File: config.mk
export PLATFORM = sky130hd
export DESIGN_NAME = smb_battery_slave
export DESIGN_NICKNAME = d
export VERILOG_FILES = /design/src/rtl/smb_batt_pkg.sv /design/src/rtl/smb_batt_regbank.sv /design/src/rtl/smb_batt_ctrl.sv /design/src/rtl/smb_battery_slave.sv
export SDC_FILE = /design/constraint.sdc
export NUM_CORES = 1
export LEC_CHECK = 0
export BUFFER_PORTS_ARGS = -buffer_cell sky130_fd_sc_hd__buf_2
export CAP_MARGIN = 20
export CORE_MARGIN = 2
export CORE_UTILIZATION = 56
export DETAILED_ROUTE_END_ITERATION = 10
export PLACE_DENSITY = 0.74
export SLEW_MARGIN = 20
export SYNTH_ARGS = -nofsm -noshare
export SYNTH_HDL_FRONTEND = slang
export SYNTH_SLANG_ARGS = --single-unit
export TNS_END_PERCENT = 100
File: constraint.sdc
create_clock -name clk -period 3.7 [get_ports clk]
set_clock_uncertainty 0.15 [all_clocks]
set_input_delay 0.555 -clock clk [delete_from_list [all_inputs] [get_ports clk]]
set_output_delay 0.555 -clock clk [all_outputs]
set_load 0.05 [all_outputs]
File: src/rtl/smb_batt_pkg.sv
package smb_batt_pkg;
  localparam int NREG = 20;
  localparam int NRW = 8;
  localparam int IW = 5;
  localparam logic [IW-1:0] NO_IDX = '1;

  typedef struct packed {
    logic        commit;
    logic [7:0]  cmd;
    logic [15:0] data;
  } hostWr_t;

  typedef enum logic [3:0] {
    ST_IDLE, ST_ADDR, ST_CMD, ST_WLO, ST_WHI, ST_ACK, ST_TX, ST_MACK, ST_WAIT
  } busState_t;

  // writable registers occupy the low indices
  function automatic logic [7:0] cmdOf(int i);
    case (i)
      0: cmdOf = 8'h00;  1: cmdOf = 8'h03;  2: cmdOf = 8'h0f;  3: cmdOf = 8'h17;
      4: cmdOf = 8'h18;  5: cmdOf = 8'h19;  6: cmdOf = 8'h1a;  7: cmdOf = 8'h1c;
      8: cmdOf = 8'h08;  9: cmdOf = 8'h09; 10: cmdOf = 8'h0a; 11: cmdOf = 8'h0b;
     12: cmdOf = 8'h0c; 13: cmdOf = 8'h0d; 14: cmdOf = 8'h10; 15: cmdOf = 8'h14;
     16: cmdOf = 8'h15; 17: cmdOf = 8'h16; 18: cmdOf = 8'h3e; 19: cmdOf = 8'h3f;
      default: cmdOf = 8'hff;
    endcase
  endfunction

  function automatic logic [15:0] regDefault(int i);
    case (i)
      4, 14:   regDefault = 16'd7200;
      5:       regDefault = 16'd10800;
      6:       regDefault = 16'h0031;
      7:       regDefault = 16'h0001;
      15:      regDefault = 16'd2500;
      16:      regDefault = 16'd12600;
      default: regDefault = 16'h0000;
    endcase
  endfunction

  function automatic logic [IW-1:0] cmdIndex(logic [7:0] c);
    cmdIndex = NO_IDX;
    for (int i = 0; i < NREG; i++)
      if (cmdOf(i) == c) cmdIndex = IW'(i);
  endfunction
endpackage

File: src/rtl/smb_batt_regbank.sv
module smb_batt_regbank
  import smb_batt_pkg::*;
(
  input  logic        clk,
  input  logic        rstN,
  input  hostWr_t     hostWr,
  input  logic        updValid,
  input  logic [7:0]  updCmd,
  input  logic [15:0] updData,
  input  logic [7:0]  lookCmd,
  output logic [15:0] rdWord,
  output logic        lookWritable
);
  logic [NREG-1:0][15:0] regs;
  logic [IW-1:0] lookIdx, wrIdx, updIdx;

  assign lookIdx = cmdIndex(lookCmd);
  assign wrIdx   = cmdIndex(hostWr.cmd);
  assign updIdx  = cmdIndex(updCmd);
  assign lookWritable = (lookIdx < IW'(NRW));

  always_comb begin
    rdWord = 16'hFFFF;
    for (int i = 0; i < NREG; i++)
      if (lookIdx == IW'(i)) rdWord = regs[i];
  end

  for (genvar g = 0; g < NREG; g++) begin : gReg
    localparam logic [15:0] DEF = regDefault(g);
    if (g < NRW) begin : gRw
      always_ff @(posedge clk or negedge rstN)
        if (!rstN) regs[g] <= DEF;
        else if (hostWr.commit && wrIdx == IW'(g)) regs[g] <= hostWr.data;
    end else begin : gRo
      always_ff @(posedge clk or negedge rstN)
        if (!rstN) regs[g] <= DEF;
        else if (updValid && updIdx == IW'(g)) regs[g] <= updData;
    end
  end

  // the controller commits only to a command this bank calls writable
  assert_commit_writable_R5: assert property (@(posedge clk) disable iff (!rstN)
    hostWr.commit |-> (cmdIndex(hostWr.cmd) < IW'(NRW)));
  // no register moves without a commit or an update
  assert_regs_stable_R4: assert property (@(posedge clk) disable iff (!rstN)
    (!hostWr.commit && !updValid) |=> $stable(regs));
endmodule

File: src/rtl/smb_batt_ctrl.sv
module smb_batt_ctrl
  import smb_batt_pkg::*;
#(
  parameter logic [6:0] SLAVE_ADDR = 7'h0B,
  parameter int TIMEOUT_CYC = 300000,
  parameter int IDLE_CYC = 500
) (
  input  logic        clk,
  input  logic        rstN,
  input  logic        sclIn,
  input  logic        sdaIn,
  output logic        sdaLow,
  input  logic [15:0] rdWord,
  input  logic        lookWritable,
  output logic [7:0]  lookCmd,
  output hostWr_t     hostWr
);
  localparam int TW = $clog2(TIMEOUT_CYC + 1);
  localparam int HW = $clog2(IDLE_CYC + 1);

  logic sclMeta, sclS, sclPrev, sdaMeta, sdaS, sdaPrev;
  busState_t state, afterAck;
  logic [7:0] shiftReg, txByte, loByte, cmdReg;
  logic [15:0] rdHold;
  logic [3:0] bitCnt;
  logic ackDrive, cmdValid, txHi, mAck;
  logic [TW-1:0] lowCnt;
  logic [HW-1:0] hiCnt;
  logic sclRise, sclFall, startEv, stopEv, abort;

  always_ff @(posedge clk or negedge rstN)
    if (!rstN) {sclMeta, sclS, sclPrev, sdaMeta, sdaS, sdaPrev} <= '1;
    else begin
      sclMeta <= sclIn; sclS <= sclMeta; sclPrev <= sclS;
      sdaMeta <= sdaIn; sdaS <= sdaMeta; sdaPrev <= sdaS;
    end

  assign sclRise = sclS && !sclPrev;
  assign sclFall = !sclS && sclPrev;
  assign startEv = sclS && sclPrev && sdaPrev && !sdaS;
  assign stopEv  = sclS && sclPrev && !sdaPrev && sdaS;
  assign abort   = (state != ST_IDLE) &&
                   (lowCnt >= TW'(TIMEOUT_CYC) || hiCnt >= HW'(IDLE_CYC));

  always_ff @(posedge clk or negedge rstN)
    if (!rstN) begin
      lowCnt <= '0; hiCnt <= '0;
    end else begin
      if (state == ST_IDLE || sclS) lowCnt <= '0;
      else if (lowCnt < TW'(TIMEOUT_CYC)) lowCnt <= lowCnt + 1'b1;
      if (state == ST_IDLE || !(sclS && sdaS)) hiCnt <= '0;
      else if (hiCnt < HW'(IDLE_CYC)) hiCnt <= hiCnt + 1'b1;
    end

  always_ff @(posedge clk or negedge rstN)
    if (!rstN) begin
      state <= ST_IDLE; afterAck <= ST_WAIT; shiftReg <= '0; txByte <= '0;
      loByte <= '0; cmdReg <= '0; rdHold <= '0; bitCnt <= '0;
      ackDrive <= 1'b0; cmdValid <= 1'b0; txHi <= 1'b0; mAck <= 1'b0;
      hostWr <= '0;
    end else begin
      hostWr.commit <= 1'b0;
      if (abort || stopEv) begin
        state <= ST_IDLE; ackDrive <= 1'b0; cmdValid <= 1'b0;
      end else if (startEv) begin
        state <= ST_ADDR; bitCnt <= '0; ackDrive <= 1'b0;
      end else if (sclRise) begin
        case (state)
          ST_ADDR, ST_CMD, ST_WLO, ST_WHI: begin
            shiftReg <= {shiftReg[6:0], sdaS};
            bitCnt <= bitCnt + 1'b1;
          end
          ST_TX:   bitCnt <= bitCnt + 1'b1;
          ST_MACK: mAck <= !sdaS;
          default: ;
        endcase
      end else if (sclFall) begin
        case (state)
          ST_ADDR: if (bitCnt == 4'd8) begin
            state <= ST_ACK; bitCnt <= '0;
            if (shiftReg[7:1] == SLAVE_ADDR && !shiftReg[0]) begin
              ackDrive <= 1'b1; afterAck <= ST_CMD; cmdValid <= 1'b0;
            end else if (shiftReg[7:1] == SLAVE_ADDR && cmdValid) begin
              ackDrive <= 1'b1; afterAck <= ST_TX;
              rdHold <= rdWord; txByte <= rdWord[7:0]; txHi <= 1'b0;
            end else begin
              ackDrive <= 1'b0; afterAck <= ST_WAIT;
            end
          end
          ST_CMD: if (bitCnt == 4'd8) begin
            state <= ST_ACK; bitCnt <= '0; cmdReg <= shiftReg; cmdValid <= 1'b1;
            ackDrive <= 1'b1; afterAck <= ST_WLO;
          end
          ST_WLO: if (bitCnt == 4'd8) begin
            state <= ST_ACK; bitCnt <= '0; loByte <= shiftReg;
            ackDrive <= lookWritable;
            afterAck <= lookWritable ? ST_WHI : ST_WAIT;
          end
          ST_WHI: if (bitCnt == 4'd8) begin
            state <= ST_ACK; bitCnt <= '0; ackDrive <= 1'b1; afterAck <= ST_WAIT;
            hostWr <= '{commit: 1'b1, cmd: cmdReg, data: {shiftReg, loByte}};
          end
          ST_ACK: begin
            state <= afterAck; ackDrive <= 1'b0; bitCnt <= '0;
          end
          ST_TX: if (bitCnt == 4'd8) begin
            state <= ST_MACK; bitCnt <= '0;
          end else txByte <= {txByte[6:0], 1'b1};
          ST_MACK: if (mAck && !txHi) begin
            state <= ST_TX; txByte <= rdHold[15:8]; txHi <= 1'b1;
          end else state <= ST_WAIT;
          default: ;
        endcase
      end
    end

  assign lookCmd = cmdReg;
  assign sdaLow = (state == ST_ACK && ackDrive) || (state == ST_TX && !txByte[7]);

  // the data line is left alone outside a transaction
  assert_idle_release_R1: assert property (@(posedge clk) disable iff (!rstN)
    (state == ST_IDLE) |-> !sdaLow);
  // the slave moves the data line only while the clock is low
  assert_sda_moves_clk_low_R2: assert property (@(posedge clk) disable iff (!rstN)
    (sdaLow != $past(sdaLow)) |-> !sclS);
  // a clock held low past the limit ends the transaction
  assert_timeout_release_R8: assert property (@(posedge clk) disable iff (!rstN)
    (lowCnt >= TW'(TIMEOUT_CYC)) |=> (state == ST_IDLE && !sdaLow));
  // both lines high past the limit ends the transaction
  assert_idle_abort_R9: assert property (@(posedge clk) disable iff (!rstN)
    (hiCnt >= HW'(IDLE_CYC)) |=> (state == ST_IDLE));
endmodule

File: src/rtl/smb_battery_slave.sv
module smb_battery_slave
  import smb_batt_pkg::*;
#(
  parameter logic [6:0] SLAVE_ADDR = 7'h0B,
  parameter int TIMEOUT_CYC = 300000,
  parameter int IDLE_CYC = 500
) (
  input  logic        clk,
  input  logic        rstN,
  input  logic        sclIn,
  input  logic        sdaIn,
  output logic        sdaLow,
  input  logic        updValid,
  input  logic [7:0]  updCmd,
  input  logic [15:0] updData
);
  hostWr_t hostWr;
  logic [7:0] lookCmd;
  logic [15:0] rdWord;
  logic lookWritable;

  smb_batt_ctrl #(.SLAVE_ADDR(SLAVE_ADDR), .TIMEOUT_CYC(TIMEOUT_CYC), .IDLE_CYC(IDLE_CYC))
    ctrl_i (.clk(clk), .rstN(rstN), .sclIn(sclIn), .sdaIn(sdaIn), .sdaLow(sdaLow),
            .rdWord(rdWord), .lookWritable(lookWritable), .lookCmd(lookCmd), .hostWr(hostWr));

  smb_batt_regbank bank_i (.clk(clk), .rstN(rstN), .hostWr(hostWr), .updValid(updValid),
    .updCmd(updCmd), .updData(updData), .lookCmd(lookCmd), .rdWord(rdWord),
    .lookWritable(lookWritable));
endmodule

Word level (Yosys, flattened, before mapping)
Cells that the tools add are included.
{ "word_totals": {"latch_bits": 0, "memories": 0, "word_cells": 402, "ff_bits": 443, "ram_bits": 0, "out_inout_bits": 1, "in_bits": 29, "rom_bits": 0} }
{ "classes": {"n_mux": 140, "n_eq_ne": 126, "shifts": 0, "order_cmp": 5, "n_addsub": 3, "n_reduce_logical": 81, "n_bitwise": 4, "n_div": 0, "mul": 0} }
{ "op_table": {"columns": ["cell", "count"], "rows": [
  ["$mux W16", 20],
  ["$mux W5", 60],
  ["$eq A5 B8 Y1 const A", 27],
  ["$eq A4 B8 Y1 const A", 21],
  ["$mux W25", 6],
  ["$eq A5 B4 Y1 const B", 16],
  ["$mux W4", 19],
  ["$eq A6 B8 Y1 const A", 6],
  ["$eq A5 B3 Y1 const B", 8],
  ["$eq A5 B5 Y1 const B", 8],
  ["$mux W8", 5],
  ["$mux W19", 2],
  ["$logic_and A1 B1 Y1", 34],
  ["$pmux W4 S4", 2],
  ["$eq A2 B8 Y1 const A", 3],
  ["$logic_not A8 Y1", 3],
  ["$ne A4 B1 Y1 const B", 6],
  ["$pmux W8 S3", 1],
  ["$reduce_and A6 Y1", 4],
  ["$eq A5 B2 Y1 const B", 4],
  ["$add A19 B1 Y19 const B", 1],
  ["$ge A19 B19 Y1 const B", 1],
  ["$lt A19 B19 Y1 const B", 1],
  ["$mux W1", 19],
  ["other kinds (38)", 82]
]} }

Logic depth before layout (Yosys ltp)
{ "logic_depth": {"ltp_word": 46, "depth_mapped": 11, "ltp_nobuf": 9} }

Cells and area by module
From an unflattened synthesis, not the netlist that was laid out.
{ "unflattened": {"hier_cells": 1795, "hier_area_um2": 21358.0} }
{ "modules_own_cells": {"columns": ["module", "n_inst", "seq_area_each_um2", "cells_each", "area_per_inst_um2"], "rows": [
  ["smb_batt_regbank", 1, 8042.7, 1318, 15840.2],
  ["smb_batt_ctrl", 1, 2886.5, 477, 5517.8]
]} }

Least setup slack after synthesis
No wires, ideal clock.
{ "synth_path": {"kind": "input to register", "startpoint": "input port updCmd[1]", "endpoint": "register bank_i.regs[278] in the netlist's numbering", "t_required_ns": 3.425, "setup_time_ns": 0.125, "slack_ns": 0.605, "t_arrival_ns": 2.820, "cell_stages": 10, "n_path_buf": 3, "cell_sequence": "clkbuf_1 -> nand3_1 -> or2_2 -> a21oi_1 -> o21ai_1 -> or2_2 -> clkbuf_1 -> nor2_1 -> buf_2 -> mux2_2"} }
{ "synth_via": {"elab_chain_len": 23, "elab_cells_between_ends": 42, "cone_classes": "eq/ne (20); mux (20); reduce/logical (2)"} }
{ "synth_lines": {"columns": ["element", "line_no", "rtl"], "rows": [
  ["start, declared", "smb_battery_slave.sv:14", "input logic [7:0] updCmd,"],
  ["$logic_not A8 Y1", "smb_batt_pkg.sv:44", "if (cmdOf(i) == c) cmdIndex = IW'(i);"],
  ["$mux W5 (19 in series)", "smb_batt_pkg.sv:44", null],
  ["$mux W5 (*)", "smb_batt_pkg.sv:44", null],
  ["$eq A5 B5 Y1 (*)", "smb_batt_regbank.sv:37", "else if (updValid && updIdx == IW'(g)) regs[g] <= updData;"],
  ["$logic_and A1 B1 Y1 (*)", "smb_batt_regbank.sv:37", null],
  ["end signal, assigned by index", "smb_batt_regbank.sv:37", null],
  ["end, declared", "smb_batt_regbank.sv:14", "logic [NREG-1:0][15:0] regs;"]
]} }
Mark *: on every way between the ends. The rest lies on a longest branch, timed or not.
A chain may end at the register's enable or synchronous reset.

Worst setup path after layout
{ "layout_path": {"startpoint": "register ctrl_i.cmdReg[4], in the netlist ctrl_i.lookCmd[4]", "endpoint": "register ctrl_i.rdHold[11]"} }
{ "layout_via": {"elab_chain_len": 42, "elab_cells_between_ends": 80, "cone_classes": "eq/ne (38); mux (40); reduce/logical (2)"} }
{ "layout_lines": {"columns": ["element", "line_no", "rtl"], "rows": [
  ["start, declared", "smb_batt_ctrl.sv:23", "logic [7:0] shiftReg, txByte, loByte, cmdReg;"],
  ["start signal, assigned", "smb_batt_ctrl.sv:58", "loByte <= '0; cmdReg <= '0; rdHold <= '0; bitCnt <= '0;"],
  ["start signal, assigned", "smb_batt_ctrl.sv:91", "state <= ST_ACK; bitCnt <= '0; cmdReg <= shiftReg; cmdValid <= 1'b1;"],
  ["$logic_not A8 Y1", "smb_batt_pkg.sv:44", null],
  ["$mux W5 (19 in series)", "smb_batt_pkg.sv:44", null],
  ["$mux W5 (*)", "smb_batt_pkg.sv:44", null],
  ["$logic_not A5 Y1", "smb_batt_regbank.sv:25", "if (lookIdx == IW'(i)) rdWord = regs[i];"],
  ["$mux W16 (19 in series)", "smb_batt_regbank.sv:25", null],
  ["$mux W16 (*)", "smb_batt_regbank.sv:25", null],
  ["end signal, assigned", "smb_batt_ctrl.sv:58", null],
  ["end signal, assigned", "smb_batt_ctrl.sv:85", "rdHold <= rdWord; txByte <= rdWord[7:0]; txHi <= 1'b0;"],
  ["end, declared", "smb_batt_ctrl.sv:24", "logic [15:0] rdHold;"]
]} }
Marks and branches as above.

==> flow_summary.toml <==
[clocking]
cts_tree = "built"
clock_sinks = 435
clockBufferDepth = 3
root_buffer = "clkbuf_16"
post_cts_resized = 0
cts_buffers = 45
clock_latency_ns = 0.58
clk_pin_slew_ns = 0.06
htreeDepth = 2
postCtsSetupBuffers = 0

[route]
wl_per_cell_um = 27.1
drt_pass1_iterations = 6
drtIter0Drc = 1591
wirelength_mm = 66.6
viasPerCell = 6.67
final_antenna_net_count = 0
vias = 16400
route.detailed.drc = 0

[logic_synthesis]
synth_cells = 1861
yosys.area_share.simple = 0.115
synthArstFlopShare = 1.00
dominantRegCellSynth = "dfrtp_1"
synthXorXnorAreaFrac = 0.00980
ys_seq_elements = 435
synthAdderAreaFrac = 0.00350
synth_fp_nets = 1896
syn_area_per_cell_um2 = 11.5
synth.yosys.seq_area_share = 0.509
synth_compound_area_frac = 0.121
synth-warning-count = 0
syn_area_um2 = 21500
synth_top_family_by_area = "multiplexers"
synth_mux_area_frac = 0.212
synth_edf_count = 0
ys_types = 89

[cells_and_area]
layout-drive-gt1-share = 0.336
nNetsFinal = 1942
stdcell_count = 2454
utilization = 0.639
syn2layout_area_growth_pct = 12.1
antennaDiodeCount = 0

[sta]
slew_viol_final = 0
fmax_ghz = 0.291
finalCriticalPeriod_ns = 3.44
fin_ws_ns = 0.259
hold_viol_final = 0
finalSetupTns_ns = 0
relSlewSlack = 0.362
tightest_slew_ns = 0.957
fin_crit_sh = 0.930
rsz0062_at_grt = "false"
setup_viol_count_final = 0

[hold_path]
hold_path_end = "ctrl_i.sdaS"
worstHoldPathType = "flop to flop"
holdPathStages = 0
min_from = "ctrl_i.sdaMeta"

[setup_path]
reg2reg_slack_ns = 0.26
cp-end-kind = "flop"
cp.required_ns = 4.06
ff2ff_path_depth = 10
critPathArrivalTime_ns = 3.80
crit_type = "flop to flop"
reg2reg_to = "ctrl_i.rdHold[11]"
start_kind = "flop"
r2r_start = "ctrl_i.lookCmd[4]"
critPathMaxFanout = 23

[place]
place.port_buffers = 29
dp_cells = 2368
dpl_worst_slack_ns = 0.409
place.gp.congestion = 1.01
dpl.hpwl_mm = 45.4

[die]
initial_core_util = 0.570
core_region_area_um2 = 37700
die_w_um = 200
die_h_um = 200
dieArea_um2 = 39900
num_rows = 71
io_pins = 30

[grt]
grt_use_total = 0.345
grt_pass1_wl_mm = 102
grt_pass1_vias = 16500
overflow = 0
grt_max_degree = 87
antenna_found_initial = 1

[run_status]
outcome = "finished, final reports clean"

[power]
p_leak_nw = 11.2
finalPower_mw = 10.5
power_density_nw_per_um2 = 436
vdd_ir_drop_max_mv = 0.328

[run]
maxCapViolCount = 0
-- synth_stat cells (15+ instances only) --
master    instances  area share
nor4_1           15      0.0044
inv_1            23      0.0040
nor3_1           45       0.010
nand2b_1         16      0.0047
mux2_4           18       0.013
o221ai_1         20      0.0082
nand3_1          44       0.010
xor2_1           18      0.0073
nand2_1          79       0.014
or2_2            15      0.0044
dfstp_2          35       0.043
o21ai_0          63       0.015
mux2i_1          22       0.010
a21oi_1          69       0.016
or3_1            24      0.0070
dfrtp_1         400        0.47
clkbuf_1        106       0.019
nor2_1          129       0.023
mux2_2          356        0.19
o22ai_1          51       0.015
-- timing repair --
action / 4_1_cts / 5_1_grt
hold buffers: 3 / 0
endpoints found under the setup margin: 0 / 0
hold endpoints to repair: 70 / 0
-- worst max-delay path by stage --
stage | to | startpoint | cells past startpoint
after floorplan | bank_i.regs[278] | updCmd[1] | 10
after global placement | ctrl_i.rdHold[8] | ctrl_i.lookCmd[4] | 10
after detailed placement | ctrl_i.lookCmd[3] | ctrl_i.lowCnt[16] | 7
after CTS | ctrl_i.rdHold[15] | ctrl_i.lookCmd[4] | 11
after global routing | ctrl_i.txByte[4] | ctrl_i.lookCmd[2] | 10
final | ctrl_i.rdHold[11] | ctrl_i.lookCmd[4] | 10
-- logic make-up (layout without fill, tap and decap cells) --
kind of cell | count (synthesis) | count (layout)
AO/OA/AOI/OAI | 374 | 374
XOR/XNOR | 24 | 24
adder cells (fa/ha/maj) | 6 | 6
buffers and inverters | 156 | 238
flip-flops | 435 | 435
multiplexers | 398 | 398
AND/OR/NAND/NOR | 468 | 468
-- critical path, stage by stage (launching register included) --
cell,delay (ns)
dfrtp_1,0.42
buf_4,0.23
or4_1,0.63
buf_4,0.26
nor2_1,0.30
buf_4,0.22
a22oi_1,0.09
o22a_1,0.24
o31ai_1,0.50
nand3b_1,0.22
nand2_1,0.11
-- layout by cell type, fill, tap and decap left out, types with 7 or more instances in the layout --
master and count:
nand4_1 11, o22a_1 8, o21ai_0 63, nor2b_1 13
or4_1 13, buf_4 95, nand2b_1 16, o221ai_1 20
a22oi_1 10, nand2_1 79, mux2_4 18, o21a_1 7
a31oi_1 13, and3_1 12, or2_2 15, a211oi_1 9
a32oi_1 7, o211ai_1 8, nor4_1 15, a21oi_1 69
nand3_1 44, clkbuf_1 12, inv_1 23, a221oi_1 9
dfrtp_1 398, buf_2 28, clkbuf_16 45, clkbuf_8 14
a2bb2oi_1 8, nor3_1 44, o31ai_1 13, o22ai_1 51
nor2_1 128, xor2_1 18, mux2i_1 22, dfstp_2 35
mux2_2 356, nor3b_1 7, or3_1 24
-- per-stage QoR --
step                area (um^2)  hold slack, ns
floorplan                 21500           0.109
global placement          22500           0.196
detailed placement        22500           0.197
CTS                       24100           0.207
global route              24100           0.212
finish                    24100           0.206
-- metal layers --
| layer | share of wire | global-route usage | wire (um) |
|---|---|---|---|
| met1 | 0.41 | 0.475 | 27300 |
| met2 | 0.44 | 0.519 | 29300 |
| met3 | 0.095 | 0.0746 | 6300 |
| met4 | 0.056 | 0.176 | 3720 |
| met5 | 0 | 0 | 0 |
-- flip-flops by register name, indices dropped and copies added (netlist names), 8 cells and up --
register,count
bank_i.regs,320
ctrl_i.hostWr,25
ctrl_i.lowCnt,19
ctrl_i.hiCnt,9
ctrl_i.loByte,8
ctrl_i.lookCmd,8
ctrl_i.rdHold,8
ctrl_i.shiftReg,8
ctrl_i.txByte,8
-- power breakdown --
group	internal [mW]	switching (mW)	total, mW
sequential	4.94	0.177	5.12
clock	2.74	1.91	4.65
combinational	0.278	0.452	0.730
total	7.96	2.54	10.5
-- cell type report --
cell class	count	area (um^2)
Clock buffer	71	1360
Clock inverter	12	149
Fill cell	3015	13600
Inverter	24	90.1
Multi-Input combinational cell	1270	9910
Sequential cell	435	10900
Tap cell	511	639
Timing Repair Buffer	131	978
(Power assumes the default switching activity.)
